**config.mk**
```make
export PLATFORM = sky130hd
export DESIGN_NAME = stack_ptr_unit
export DESIGN_NICKNAME = d
export VERILOG_FILES = /design/src/rtl/sp_pkg.sv /design/src/rtl/sp_ctrl.sv /design/src/rtl/sp_reg.sv /design/src/rtl/sp_mem_if.sv /design/src/rtl/stack_ptr_unit.sv
export SDC_FILE = /design/constraint.sdc
export NUM_CORES = 1
export LEC_CHECK = 0
export BUFFER_PORTS_ARGS = -buffer_cell sky130_fd_sc_hd__buf_4
export CAP_MARGIN = 10
export CORE_MARGIN = 2
export CORE_UTILIZATION = 46
export DETAILED_ROUTE_END_ITERATION = 12
export HOLD_SLACK_MARGIN = 0.15
export MAX_ROUTING_LAYER = met4
export PLACE_DENSITY = 0.8
export SLEW_MARGIN = 20
export SYNTH_ARGS = -nofsm -noshare
export SYNTH_HDL_FRONTEND = slang
export SYNTH_HIERARCHICAL = 1
export SYNTH_SLANG_ARGS = --single-unit
```
**constraint.sdc**
```tcl
create_clock -name clk_i -period 4.6 [get_ports clk_i]
set_clock_uncertainty 0.05 [all_clocks]
set_input_delay 0.46 -clock clk_i [delete_from_list [all_inputs] [get_ports clk_i]]
set_output_delay 0.46 -clock clk_i [all_outputs]
set_load 0.01 [all_outputs]
```
**src/rtl/sp_pkg.sv**
```systemverilog
package sp_pkg;
  typedef enum logic [1:0] {
    ST_IDLE     = 2'd0,
    ST_PUSH_WR  = 2'd1,
    ST_POP_RD   = 2'd2,
    ST_POP_DONE = 2'd3
  } sp_state_e;
endpackage

```
**src/rtl/sp_ctrl.sv**
```systemverilog
module sp_ctrl
  import sp_pkg::*;
(
  input  logic      clk_i,
  input  logic      rst_ni,
  input  logic      push_i,
  input  logic      pop_i,
  input  logic      sp_we_i,
  output sp_state_e state_o,
  output logic      push_go_o,
  output logic      pop_go_o,
  output logic      wr_go_o,
  output logic      inc_o,
  output logic      busy_o,
  output logic      err_o
);
  sp_state_e state_q, state_d;
  logic idle;

  assign idle      = (state_q == ST_IDLE);
  assign wr_go_o   = idle & sp_we_i;
  assign push_go_o = idle & push_i & ~pop_i & ~sp_we_i;
  assign pop_go_o  = idle & pop_i & ~push_i & ~sp_we_i;
  assign err_o     = idle & ((push_i & pop_i) | (sp_we_i & (push_i | pop_i)));
  assign inc_o     = (state_q == ST_POP_RD);
  assign busy_o    = ~idle;
  assign state_o   = state_q;

  always_comb begin
    state_d = state_q;
    unique case (state_q)
      ST_IDLE: begin
        if (push_go_o)     state_d = ST_PUSH_WR;
        else if (pop_go_o) state_d = ST_POP_RD;
      end
      ST_PUSH_WR:  state_d = ST_IDLE;
      ST_POP_RD:   state_d = ST_POP_DONE;
      ST_POP_DONE: state_d = ST_IDLE;
      default:     state_d = ST_IDLE;
    endcase
  end

  always_ff @(posedge clk_i or negedge rst_ni) begin
    if (!rst_ni) state_q <= ST_IDLE;
    else         state_q <= state_d;
  end

  // colliding requests leave the sequencer idle
  a_r6_conflict_stays_idle: assert property (@(posedge clk_i) disable iff (!rst_ni)
    (idle && push_i && pop_i) |=> (state_q == ST_IDLE));

  // no error is reported while an operation runs
  a_r8_no_err_when_busy: assert property (@(posedge clk_i) disable iff (!rst_ni)
    (state_q != ST_IDLE) |-> !err_o);

  // a read cycle is always followed by the data cycle
  a_r3_read_then_done: assert property (@(posedge clk_i) disable iff (!rst_ni)
    (state_q == ST_POP_RD) |=> (state_q == ST_POP_DONE));
endmodule

```
**src/rtl/sp_reg.sv**
```systemverilog
module sp_reg #(
  parameter int unsigned        AW           = 16,
  parameter logic [AW-1:0]      TOP_OF_STACK = 16'h0A00
) (
  input  logic          clk_i,
  input  logic          rst_ni,
  input  logic          dec_i,
  input  logic          inc_i,
  input  logic          wr_i,
  input  logic [AW-1:0] wdata_i,
  output logic [AW-1:0] sp_o,
  output logic          wrap_o
);
  // pointer kept in word units; byte bit 0 is a constant zero
  localparam int unsigned  WW     = AW - 1;
  localparam logic [WW-1:0] RST_W = TOP_OF_STACK[AW-1:1];

  logic [WW-1:0] sp_w_q;
  logic          wrap_q;

  always_ff @(posedge clk_i or negedge rst_ni) begin
    if (!rst_ni) begin
      sp_w_q <= RST_W;
      wrap_q <= 1'b0;
    end else if (wr_i) begin
      sp_w_q <= wdata_i[AW-1:1];
      wrap_q <= 1'b0;
    end else if (dec_i) begin
      sp_w_q <= sp_w_q - WW'(1);
      if (sp_w_q == '0) wrap_q <= 1'b1;
    end else if (inc_i) begin
      sp_w_q <= sp_w_q + WW'(1);
    end
  end

  assign sp_o   = {sp_w_q, 1'b0};
  assign wrap_o = wrap_q;

  // direct write stored with bit 0 cleared
  a_r5_write_aligned: assert property (@(posedge clk_i) disable iff (!rst_ni)
    wr_i |=> (sp_o == {$past(wdata_i[AW-1:1]), 1'b0}));

  // push from below 2 sets the wrap flag
  a_r9_wrap_on_underflow: assert property (@(posedge clk_i) disable iff (!rst_ni)
    (dec_i && !wr_i && (sp_o < AW'(2))) |=> wrap_o);

  // wrap flag is sticky without a direct write
  a_r9_wrap_sticky: assert property (@(posedge clk_i) disable iff (!rst_ni)
    (wrap_o && !wr_i) |=> wrap_o);
endmodule

```
**src/rtl/sp_mem_if.sv**
```systemverilog
module sp_mem_if
  import sp_pkg::*;
#(
  parameter int unsigned AW = 16,
  parameter int unsigned DW = 16
) (
  input  logic          clk_i,
  input  logic          rst_ni,
  input  sp_state_e     state_i,
  input  logic          push_go_i,
  input  logic [DW-1:0] push_data_i,
  input  logic [AW-1:0] sp_i,
  input  logic [DW-1:0] mem_rdata_i,
  output logic [AW-1:0] mem_addr_o,
  output logic [DW-1:0] mem_wdata_o,
  output logic          mem_we_o,
  output logic          mem_re_o,
  output logic [DW-1:0] pop_data_o,
  output logic          pop_valid_o
);
  logic [DW-1:0] wdata_q;

  always_ff @(posedge clk_i or negedge rst_ni) begin
    if (!rst_ni)        wdata_q <= '0;
    else if (push_go_i) wdata_q <= push_data_i;
  end

  // address follows the pointer: already lowered on push, not yet raised on pop
  assign mem_addr_o  = sp_i;
  assign mem_wdata_o = wdata_q;
  assign mem_we_o    = (state_i == ST_PUSH_WR);
  assign mem_re_o    = (state_i == ST_POP_RD);
  assign pop_valid_o = (state_i == ST_POP_DONE);
  assign pop_data_o  = pop_valid_o ? mem_rdata_i : '0;

  // valid pulse one cycle after the read
  a_r4_valid_after_read: assert property (@(posedge clk_i) disable iff (!rst_ni)
    mem_re_o |=> (pop_valid_o && !mem_re_o));

  // the valid strobe lasts a single cycle
  a_r4_valid_pulse: assert property (@(posedge clk_i) disable iff (!rst_ni)
    pop_valid_o |=> !pop_valid_o);

  // never read and write together
  a_r10_no_rw_overlap: assert property (@(posedge clk_i) disable iff (!rst_ni)
    !(mem_we_o && mem_re_o));
endmodule

```
**src/rtl/stack_ptr_unit.sv**
```systemverilog
module stack_ptr_unit
  import sp_pkg::*;
#(
  parameter int unsigned   AW           = 16,
  parameter int unsigned   DW           = 16,
  parameter logic [AW-1:0] TOP_OF_STACK = 16'h0A00
) (
  input  logic          clk_i,
  input  logic          rst_ni,
  input  logic          push_i,
  input  logic          pop_i,
  input  logic [DW-1:0] push_data_i,
  input  logic          sp_we_i,
  input  logic [AW-1:0] sp_wdata_i,
  output logic [AW-1:0] sp_o,
  output logic [AW-1:0] mem_addr_o,
  output logic [DW-1:0] mem_wdata_o,
  output logic          mem_we_o,
  output logic          mem_re_o,
  input  logic [DW-1:0] mem_rdata_i,
  output logic [DW-1:0] pop_data_o,
  output logic          pop_valid_o,
  output logic          busy_o,
  output logic          err_o,
  output logic          wrap_o
);
  sp_state_e state;
  logic push_go, pop_go, wr_go, inc;

  sp_ctrl u_ctrl (
    .clk_i     (clk_i),
    .rst_ni    (rst_ni),
    .push_i    (push_i),
    .pop_i     (pop_i),
    .sp_we_i   (sp_we_i),
    .state_o   (state),
    .push_go_o (push_go),
    .pop_go_o  (pop_go),
    .wr_go_o   (wr_go),
    .inc_o     (inc),
    .busy_o    (busy_o),
    .err_o     (err_o)
  );

  sp_reg #(.AW(AW), .TOP_OF_STACK(TOP_OF_STACK)) u_reg (
    .clk_i   (clk_i),
    .rst_ni  (rst_ni),
    .dec_i   (push_go),
    .inc_i   (inc),
    .wr_i    (wr_go),
    .wdata_i (sp_wdata_i),
    .sp_o    (sp_o),
    .wrap_o  (wrap_o)
  );

  sp_mem_if #(.AW(AW), .DW(DW)) u_mem (
    .clk_i       (clk_i),
    .rst_ni      (rst_ni),
    .state_i     (state),
    .push_go_i   (push_go),
    .push_data_i (push_data_i),
    .sp_i        (sp_o),
    .mem_rdata_i (mem_rdata_i),
    .mem_addr_o  (mem_addr_o),
    .mem_wdata_o (mem_wdata_o),
    .mem_we_o    (mem_we_o),
    .mem_re_o    (mem_re_o),
    .pop_data_o  (pop_data_o),
    .pop_valid_o (pop_valid_o)
  );

  // accepted push lowers the pointer, then writes there
  a_r2_push_dec_then_write: assert property (@(posedge clk_i) disable iff (!rst_ni)
    (push_i && !pop_i && !sp_we_i && !busy_o)
      |=> (mem_we_o && (sp_o == AW'($past(sp_o) - AW'(2))) && (mem_addr_o == sp_o)));

  // the pointer rises by 2 after the read
  a_r3_pop_inc: assert property (@(posedge clk_i) disable iff (!rst_ni)
    mem_re_o |=> (sp_o == AW'($past(sp_o) + AW'(2))));

  // pointer is untouched during the write cycle
  a_r8_busy_write_ignored: assert property (@(posedge clk_i) disable iff (!rst_ni)
    mem_we_o |=> $stable(sp_o));

  // pointer stays word-aligned
  a_r10_aligned: assert property (@(posedge clk_i) disable iff (!rst_ni)
    sp_o[0] == 1'b0);
endmodule

```
# Word-level counts from Yosys, hierarchy flattened
# Cells that the tools add are included.
[totals]
in_bits = 53
elab_cells = 43
reg_bits = 34
out_inout_bits = 70
[op_classes]
addsub = 2
muxes = 10
reduce_logical = 7
n_bitwise = 16
eq_ne = 4
[ops]
columns = ["cell", "count"]
rows = [
  ["15-bit two-way mux", 3],
  ["16-bit two-way mux", 1],
  ["15-bit by 1-bit adder with 15-bit output (second input constant)", 1],
  ["15-bit logical NOT", 1],
  ["15-bit by 1-bit subtractor with 15-bit output (second input constant)", 1],
  ["1-bit bitwise AND", 10],
  ["2-bit case mux with 3 select lines", 1],
  ["2-bit == test (second input constant)", 2],
  ["2-bit two-way mux", 2],
  ["1-bit NOT", 4],
  ["2-bit nonzero test", 2],
  ["1-bit two-way mux", 3],
  ["3-bit != test (second input constant)", 1],
  ["3-bit nonzero test", 1],
  ["2-bit by 1-bit == test with 1-bit output (second input constant)", 1],
  ["2-bit logical NOT", 1],
  ["1-bit bitwise OR", 2],
  ["2-bit AND reduction", 1],
  ["2-bit OR reduction", 1],
]

# Longest topological paths before layout
# Gate-level depths: netlist of run 1.
[logic_depth]
word_depth = 7
ltp_mapped = 11
depth_no_buf = 9

# Modules after synthesis
# The synthesis of run 1 kept the hierarchy.
[by_module_without_submodules]
columns = ["module", "area_each_um2", "seq_area_each_um2", "instances", "cells_each"]
rows = [
  ["sp_reg", 1447.6, 402.9, 1, 169],
  ["sp_mem_if", 907.1, 400.4, 1, 71],
  ["sp_ctrl", 127.6, 50.0, 1, 17],
]

# Least setup slack after synthesis of run 1
# Ideal clock, no wire load.
[synth_timing]
path_kind = "register to register"
from = "register u_ctrl.state_q[0] (netlist: u_ctrl/state_o[0])"
to = "register u_reg.sp_w_q[14]"
slack_ns = 1.289
path_buffers = 1
t_required_ns = 4.460
setup_ns = 0.090
arrival_time_ns = 3.171
synth_period_minus_slack_ns = 3.311
path_stages_with_launch = 11
path_cell_list = "dfrtp_1 -> or2_1 -> clkbuf_1 -> nor2_1 -> ha_1 -> a21oi_2 -> o211ai_2 -> a21oi_2 -> o21ai_2 -> or4b_1 -> o2111ai_1"
[synth_via]
elab_chain_cells = 6
word_cells_on_any_way = 9
cone_classes = "eq/ne (1); mux (2); bitwise (4); reduce/logical (2)"
[synth_lines]
columns = ["item", "line_no", "source"]
rows = [
  ["start: declaration", "sp_ctrl.sv:17", "sp_state_e state_q, state_d;"],
  ["start signal: assignment", "sp_ctrl.sv:45", "else state_q <= state_d;"],
  ["2-bit logical NOT *", "sp_ctrl.sv:20", "assign idle = (state_q == ST_IDLE);"],
  ["1-bit bitwise AND * (3 in a row)", "sp_ctrl.sv:22", "assign push_go_o = idle & push_i & ~pop_i & ~sp_we_i;"],
  ["named net push_go", "stack_ptr_unit.sv:28", "logic push_go, pop_go, wr_go, inc;"],
  ["15-bit two-way mux", "sp_reg.sv:28", "end else if (dec_i) begin"],
  ["15-bit two-way mux", "sp_reg.sv:25", "end else if (wr_i) begin"],
  ["end signal: assignment", "sp_reg.sv:26", "sp_w_q <= wdata_i[AW-1:1];"],
  ["end signal: assignment", "sp_reg.sv:29", "sp_w_q <= sp_w_q - WW'(1);"],
  ["end signal: assignment", "sp_reg.sv:32", "sp_w_q <= sp_w_q + WW'(1);"],
  ["end: declaration", "sp_reg.sv:18", "logic [WW-1:0] sp_w_q;"],
]
# Mark *: on every way through the listed nets, which the timed path passes. The rest lies on a longest branch.
# A chain may end at the register's enable or synchronous reset.

# Worst setup path in the final report of run 1
# Ends and elaborated chain as after synthesis.

==> results of run 1 <==
## tightest hold or removal path: stages
cell and delay [ns]:
sky130_fd_sc_hd__buf_4 0.08, sky130_fd_sc_hd__nand2_1 0.04, sky130_fd_sc_hd__o21ai_0 0.06
## power by group through the flow
stage                     clock (mW)  combinational [mW]  sequential (mW)
after global placement             0                1.31            0.640
after floorplan                    0               0.870            0.657
final                          0.280                1.35            0.643
after CTS                      0.285                1.35            0.645
after global routing           0.299                1.46            0.677
after detailed placement           0                1.34            0.650
## cell usage in the layout, fill, tap and decap left out, types with 2 or more instances in the layout
cell and count:
sky130_fd_sc_hd__o22ai_1 9, sky130_fd_sc_hd__dfrtp_1 32, sky130_fd_sc_hd__a21oi_1 20, sky130_fd_sc_hd__clkbuf_8 5
sky130_fd_sc_hd__buf_4 121, sky130_fd_sc_hd__nor3b_1 2, sky130_fd_sc_hd__nor3_1 3, sky130_fd_sc_hd__nor2b_1 2
sky130_fd_sc_hd__a21oi_2 5, sky130_fd_sc_hd__nand2_1 12, sky130_fd_sc_hd__mux2_4 10, sky130_fd_sc_hd__ha_1 13
sky130_fd_sc_hd__clkinvlp_4 2, sky130_fd_sc_hd__a22oi_1 2, sky130_fd_sc_hd__dfstp_2 2, sky130_fd_sc_hd__nor4_1 3
sky130_fd_sc_hd__a211oi_1 2, sky130_fd_sc_hd__o21a_1 2, sky130_fd_sc_hd__mux2i_1 3, sky130_fd_sc_hd__nor2_1 13
sky130_fd_sc_hd__inv_1 9, sky130_fd_sc_hd__and2b_1 2, sky130_fd_sc_hd__a21o_1 3, sky130_fd_sc_hd__o211ai_1 2
sky130_fd_sc_hd__o21ai_0 11, sky130_fd_sc_hd__and3_1 11, sky130_fd_sc_hd__or3b_1 2, sky130_fd_sc_hd__xor2_1 5
sky130_fd_sc_hd__and3_2 6, sky130_fd_sc_hd__mux2_2 6, sky130_fd_sc_hd__o21ai_1 3, sky130_fd_sc_hd__nand4_1 3
sky130_fd_sc_hd__xnor2_1 5
## per-layer routing
metal	vias to the layer above	GRT usage (%)	part of all wire (%)	wire length (um)
met1	1089	27.7	41	2810
met2	105	39.1	50	3420
met5	-	-	0	0
li1	1119	-	-	-
met4	0	5.36	1.3	87
met3	9	5.23	6.8	461
## sequential cells by signal, summed over array words and instances, names as in the netlist
name / flops
u_reg/wrap_o: 1
u_mem/mem_wdata_o: 16
u_ctrl/state_o: 2
u_reg/sp_w_q: 15
## repair_timing
action,CTS,global route
hold endpoints to repair,32,0
hold buffers,1,0
resized for setup,0,0
setup endpoints to repair,0,0
## cell type report
class | instances | area [sq um]
Multi-Input combinational cell | 185 | 1380
Tap cell | 70 | 87.6
Inverter | 9 | 33.8
Clock inverter | 3 | 45.0
Clock buffer | 5 | 68.8
Fill cell | 422 | 1750
Sequential cell | 34 | 853
Timing Repair Buffer | 122 | 918
## worst paths after layout
path,startpoint,end,slack (ns),depth (start not counted)
worst max-delay path,u_ctrl/state_o[0],u_reg/sp_w_q[14],1.28,9
worst min-delay path,sp_wdata_i[1],u_reg/sp_w_q[0],0.34,3
worst max register to register,u_ctrl/state_o[0],u_reg/sp_w_q[14],1.28,9
worst min register to register,u_mem/mem_wdata_o[15],u_mem/mem_wdata_o[15],0.46,1
max in group asynchronous,rst_ni,u_reg/sp_w_q[10],3.54,2
min in group asynchronous,rst_ni,u_reg/sp_w_q[9],0.62,2
==> metrics.cfg, run 1 <==
[status]
run_status = complete, no violations

[critical_path]
cp-start-kind = register
endpoint_kind = register
timing.critical_path.max_delay_family = simple AND/OR/NAND/NOR gates
critical_path_required_ns = 4.75
timing_worst_setup_path_type = reg2reg
critical_path_arrival_ns = 3.47
cp_slowest_stage_delay_ns = 0.58
critical_path_peak_fanout = 27
worstPathBufferInverterCount = 0
path_common_cell = sky130_fd_sc_hd__a21oi_2
cp_slowest_cell = sky130_fd_sc_hd__dfrtp_1
worstPathCellList = or2_1, nor2_4, ha_1, a21oi_2, o211ai_2, a21oi_2, o21ai_2, or4b_1, o2111ai_1

[cts]
ctsLongestPathBuffers = 2
cts.reportedPaths.clkPinSlew_ns = 0.07
numCtsBuffers = 5
tritoncts_num_sinks = 34
cts-root-buf = sky130_fd_sc_hd__clkbuf_8
tritoncts_clock_tree = yes
cts.htree.levels = 2
worst_skew_pair.late_latency_ns = 0.29
number_of_setup_buffers_added_after_cts = 0

[global_route]
via_count_of_the_first_global_routing_pass = 2168
tot_gr_track_use_pct = 22.9
grt_antenna_before_repair = 0
grt_start_max_net_pins = 35
grt_overflow_total = 0
grt_pass1_wl_mm = 10.7

[logic_synthesis]
synthesis.instances = 256
synth.cell_area_sq_um = 2480
postSynthNetCount = 323
yosys_warnings = 6
syn-mean-instance-area_sq_um = 9.68

[floorplanning]
initial_core_util_pct = 48.2
dieArea_sq_um = 5990
core_sq_um = 5140
io-pin-count = 123
std_cell_rows = 26
die_width_um = 77.4
chipHeight_um = 77.4

[routing]
post_drt_wl_per_cell_um = 15.8
detail_route.iter0.violations = 147
route.vias.total = 2322
route.detailed.vias_per_inst = 5.43
detail_route.drc_violations = 0
antenna_left = 0
detailed_route_wire_length_mm = 6.77
drt_pre_antenna_iters = 4

[layout]
post_route_cells_drive_above_1_share_pct = 46.1
antenna-diode-count = 0
areaGrowthSynthToFinish_pct = 36.7
fin_nets = 424
finish.instance_area_sq_um = 3390
fin_util_pct = 65.9
fin_cells = 428

[pwr]
p_per_area_nw_per_um2 = 669
fin_total_pwr_mw = 2.27
p_comb_share_pct = 59.3
p_clk_share_pct = 12.3
power_leakage_nw = 1.68
switchingPower_mw = 0.969
p_int_mw = 1.30
power.sequential.fraction_pct = 28.3
peakVddDrop_mv = 0.325
sw_frac_of_total_pct = 42.8

[timing]
holdWs_ns = 0.345
final_hold_viol_count = 0
drv_slew = 0
maxSlewHeadroom_pct = 48.6
final_min_period_over_clock_period_pct = 72.1
grt_setup_unrepaired = no
fmax_mhz = 302
final_setup_violation_count = 0
post-route-min-period_ns = 3.32
final_critical_path_setup_slack_ns = 1.28
final.setup.tns_ns = 0
timing_worst_slew_pin_value_ns = 0.768

[hold_path]
hold_path_class = in2reg

[placed_design]
placedInstanceArea_sq_um = 3260
gp_congestion = 0.904
dp.cells = 419
preCtsSetupSlack_ns = 1.28
i_o_buffers = 119
detailed_place_hpwl_mm = 5.03

[flow_run]
maxCapViolations = 0

(Power assumes the default switching activity.)
==> run 2, diff against run 1 <==
--- a/config.mk
+++ b/config.mk
@@ -8,11 +8,11 @@
 export BUFFER_PORTS_ARGS = -buffer_cell sky130_fd_sc_hd__buf_4
 export CAP_MARGIN = 10
 export CORE_MARGIN = 2
-export CORE_UTILIZATION = 46
+export CORE_UTILIZATION = 42
 export DETAILED_ROUTE_END_ITERATION = 12
 export HOLD_SLACK_MARGIN = 0.15
 export MAX_ROUTING_LAYER = met4
-export PLACE_DENSITY = 0.8
+export PLACE_DENSITY = 0.77
 export SLEW_MARGIN = 20
 export SYNTH_ARGS = -nofsm -noshare
 export SYNTH_HDL_FRONTEND = slang
==> constraint.sdc (replaced) <==
create_clock -name clk_i -period 2.8 [get_ports clk_i]
set_clock_uncertainty 0.05 [all_clocks]
set_input_delay 0.28 -clock clk_i [delete_from_list [all_inputs] [get_ports clk_i]]
set_output_delay 0.28 -clock clk_i [all_outputs]
set_load 0.01 [all_outputs]
==> metrics.cfg, run 2 (synthesized netlist as in run 1, its figures left out) <==
[placed_design]
i_o_buffers = 119  ; unchanged
placedInstanceArea_sq_um = 3330  ; +2.1%
detailed_place_hpwl_mm = 5.67  ; +13%
gp_congestion = 0.920  ; +1.7%

[floorplanning]
dieArea_sq_um = 6530  ; +9.0%
die_width_um = 80.8  ; +4.4%
initial_core_util_pct = 44.2  ; -4.0 points
std_cell_rows = 27  ; +3.8%
core_sq_um = 5610  ; +9.1%
chipHeight_um = 80.8  ; +4.4%
io-pin-count = 123  ; unchanged

[pwr]
p_clk_share_pct = 13.9  ; +1.6 points
p_comb_share_pct = 60.5  ; +1.2 points
power.sequential.fraction_pct = 25.7  ; -2.6 points
p_per_area_nw_per_um2 = 1120  ; +67%
sw_frac_of_total_pct = 41.5  ; -1.2 points
p_int_mw = 2.29  ; +77%
peakVddDrop_mv = 0.531  ; +63%
switchingPower_mw = 1.63  ; +68%
power_leakage_nw = 1.76  ; +4.7%
fin_total_pwr_mw = 3.92  ; +73%

[routing]
detailed_route_wire_length_mm = 7.28  ; +7.5%
route.detailed.vias_per_inst = 5.32  ; -1.9%
drt_pre_antenna_iters = 4  ; unchanged
post_drt_wl_per_cell_um = 16.5  ; +4.1%
detail_route.drc_violations = 0  ; unchanged
antenna_left = 0  ; unchanged
route.vias.total = 2352  ; +1.3%
detail_route.iter0.violations = 116  ; -21%

[critical_path]
reg2reg_to = u_reg/sp_w_q[7]
r2r_setup_slack_ns = 0.17  ; -1.12 ns
critical_path_peak_fanout = 10  ; -63%
cp-endpoint = u_reg/sp_w_q[7]
critical_path_required_ns = 2.92  ; -1.83 ns
crit-reg2reg-launch = u_ctrl/state_o[1]
endpoint_kind = register
cp-start-kind = register
timing_worst_setup_path_type = reg2reg
critical_path_arrival_ns = 2.75  ; -0.72 ns
critPathLaunch = u_ctrl/state_o[1]
rr_worst_depth = 9  ; unchanged

[cts]
numCtsBuffers = 5  ; unchanged
cts.reportedPaths.clkPinSlew_ns = 0.08  ; about the same
tritoncts_clock_tree = yes
cts.htree.levels = 2  ; unchanged
tritoncts_num_sinks = 34  ; unchanged
cts-root-buf = sky130_fd_sc_hd__clkbuf_8
worst_skew_pair.late_latency_ns = 0.29  ; about the same
post_cts_sizing_count = 0  ; unchanged
ctsLongestPathBuffers = 2  ; unchanged

[timing]
drv_slew = 0  ; unchanged
final_min_period_over_clock_period_pct = 93.9  ; +22 points
post-route-min-period_ns = 2.63  ; -0.685 ns
final_setup_violation_count = 0  ; unchanged
fmax_mhz = 380  ; +26%
grt_setup_unrepaired = no
final_hold_viol_count = 0  ; unchanged

[layout]
post_route_cells_drive_above_1_share_pct = 47.8  ; +1.7 points
n_fill_cell = 471  ; +12%
largest_register_ff_count = 16  ; unchanged
fin_nets = 436  ; +2.8%
areaGrowthSynthToFinish_pct = 41.4
antenna-diode-count = 0  ; unchanged
finish.instance_area_sq_um = 3500  ; +3.4%
layout_common_cells = 133 x sky130_fd_sc_hd__buf_4, 32 x sky130_fd_sc_hd__dfrtp_1, 20 x sky130_fd_sc_hd__a21oi_1
mostFrequentLayoutCell = sky130_fd_sc_hd__buf_4

[status]
run_status = complete, no violations

[global_route]
grt_pass1_wl_mm = 10.9  ; +1.9%
grt_start_max_net_pins = 35  ; unchanged
grt_antenna_before_repair = 0  ; unchanged
grt_overflow_total = 0  ; unchanged
tot_gr_track_use_pct = 22.0  ; -0.95 points
via_count_of_the_first_global_routing_pass = 2276  ; +5.0%

[hold_path]
hold_path_class = in2reg

[flow_run]
maxCapViolations = 0  ; unchanged

run 2: changes by cell type in the layout (fill, tap and decap cells not counted), sizes merged:
| cell | before | now |
|---|---|---|
| buf | 121 | 133 |
| bufinv | 1 | 2 |
| clkinv | 0 | 1 |
| clkinvlp | 2 | 0 |
run 2: worst min-delay path by stage:
| stage | depth (start not counted) | start | endpoint |
|---|---|---|---|
| after floorplan | 0 | rst_ni | u_ctrl/state_o[0] |
| after global placement | 1 | rst_ni | u_mem/mem_wdata_o[6] |
| after detailed placement | 1 | rst_ni | u_mem/mem_wdata_o[4] |
| after CTS | 2 | push_data_i[4] | u_mem/mem_wdata_o[4] |
| after global routing | 2 | push_data_i[4] | u_mem/mem_wdata_o[4] |
| final | 2 | push_data_i[4] | u_mem/mem_wdata_o[4] |
run 2: layer usage:
| metal | GRT usage [%] | up-vias | routed length, um |
|---|---|---|---|
| met5 | - | - | 0 |
| met4 | 5.42 | 0 | 140 |
| met3 | 3.78 | 15 | 461 |
| met2 | 40.2 | 94 | 3660 |
| met1 | 24.9 | 1101 | 3020 |
| li1 | - | 1142 | - |
run 2: stage by stage:
step | TNS [ns] | worst slack, ns | utilization, % | hold WS (ns) | std cells
floorplan | 0 | 0.0200 | - | -0.0656 | 256
global placement | 0 | 0.0676 | 59.5 | 0.198 | 430
detailed placement | -0.00915 | -0.00915 | 59.5 | 0.202 | 430
CTS | 0 | 0.107 | 62.1 | 0.158 | 439
global route | 0 | 0.0250 | 62.5 | 0.157 | 442
finish | 0 | 0.170 | 62.5 | 0.165 | 442
run 2: critical path: stages, from the launching register on:
cell and delay, ns:
sky130_fd_sc_hd__dfrtp_1 0.37, sky130_fd_sc_hd__or2_1 0.31, sky130_fd_sc_hd__nor2_4 0.26, sky130_fd_sc_hd__ha_1 0.32, sky130_fd_sc_hd__a211oi_1 0.39, sky130_fd_sc_hd__o21ai_1 0.19, sky130_fd_sc_hd__a21o_1 0.19, sky130_fd_sc_hd__a21oi_1 0.16
sky130_fd_sc_hd__xor2_1 0.19, sky130_fd_sc_hd__a21oi_1 0.09
run 2: power groups by stage:
| stage | registers [mW] | logic (mW) | clock network, mW |
|---|---|---|---|
| finish | 1.01 | 2.37 | 0.543 |
| global route | 1.05 | 2.58 | 0.575 |
| CTS | 1.01 | 2.36 | 0.550 |
| detailed placement | 1.02 | 2.34 | 0 |
| global placement | 1.00 | 2.29 | 0 |
| floorplan | 1.08 | 1.43 | 0 |
run 2: final cells by class:
class | instances | area, sq um | area share, %
Clock buffer | 5 | 68.8 | 1.96
Inverter | 9 | 33.8 | 0.964
Tap cell | 72 | 90.1 | 2.57
Sequential cell | 34 | 853 | 24.3
Multi-Input combinational cell | 185 | 1380 | 39.4
Clock inverter | 3 | 68.8 | 1.96
Timing Repair Buffer | 134 | 1010 | 28.8
run 2: what timing repair did:
action | CTS | global route
setup endpoints to repair | 0 | 5
hold buffers | 1 | 0
setup buffers | 0 | 3
hold endpoints to repair | 32 | 0
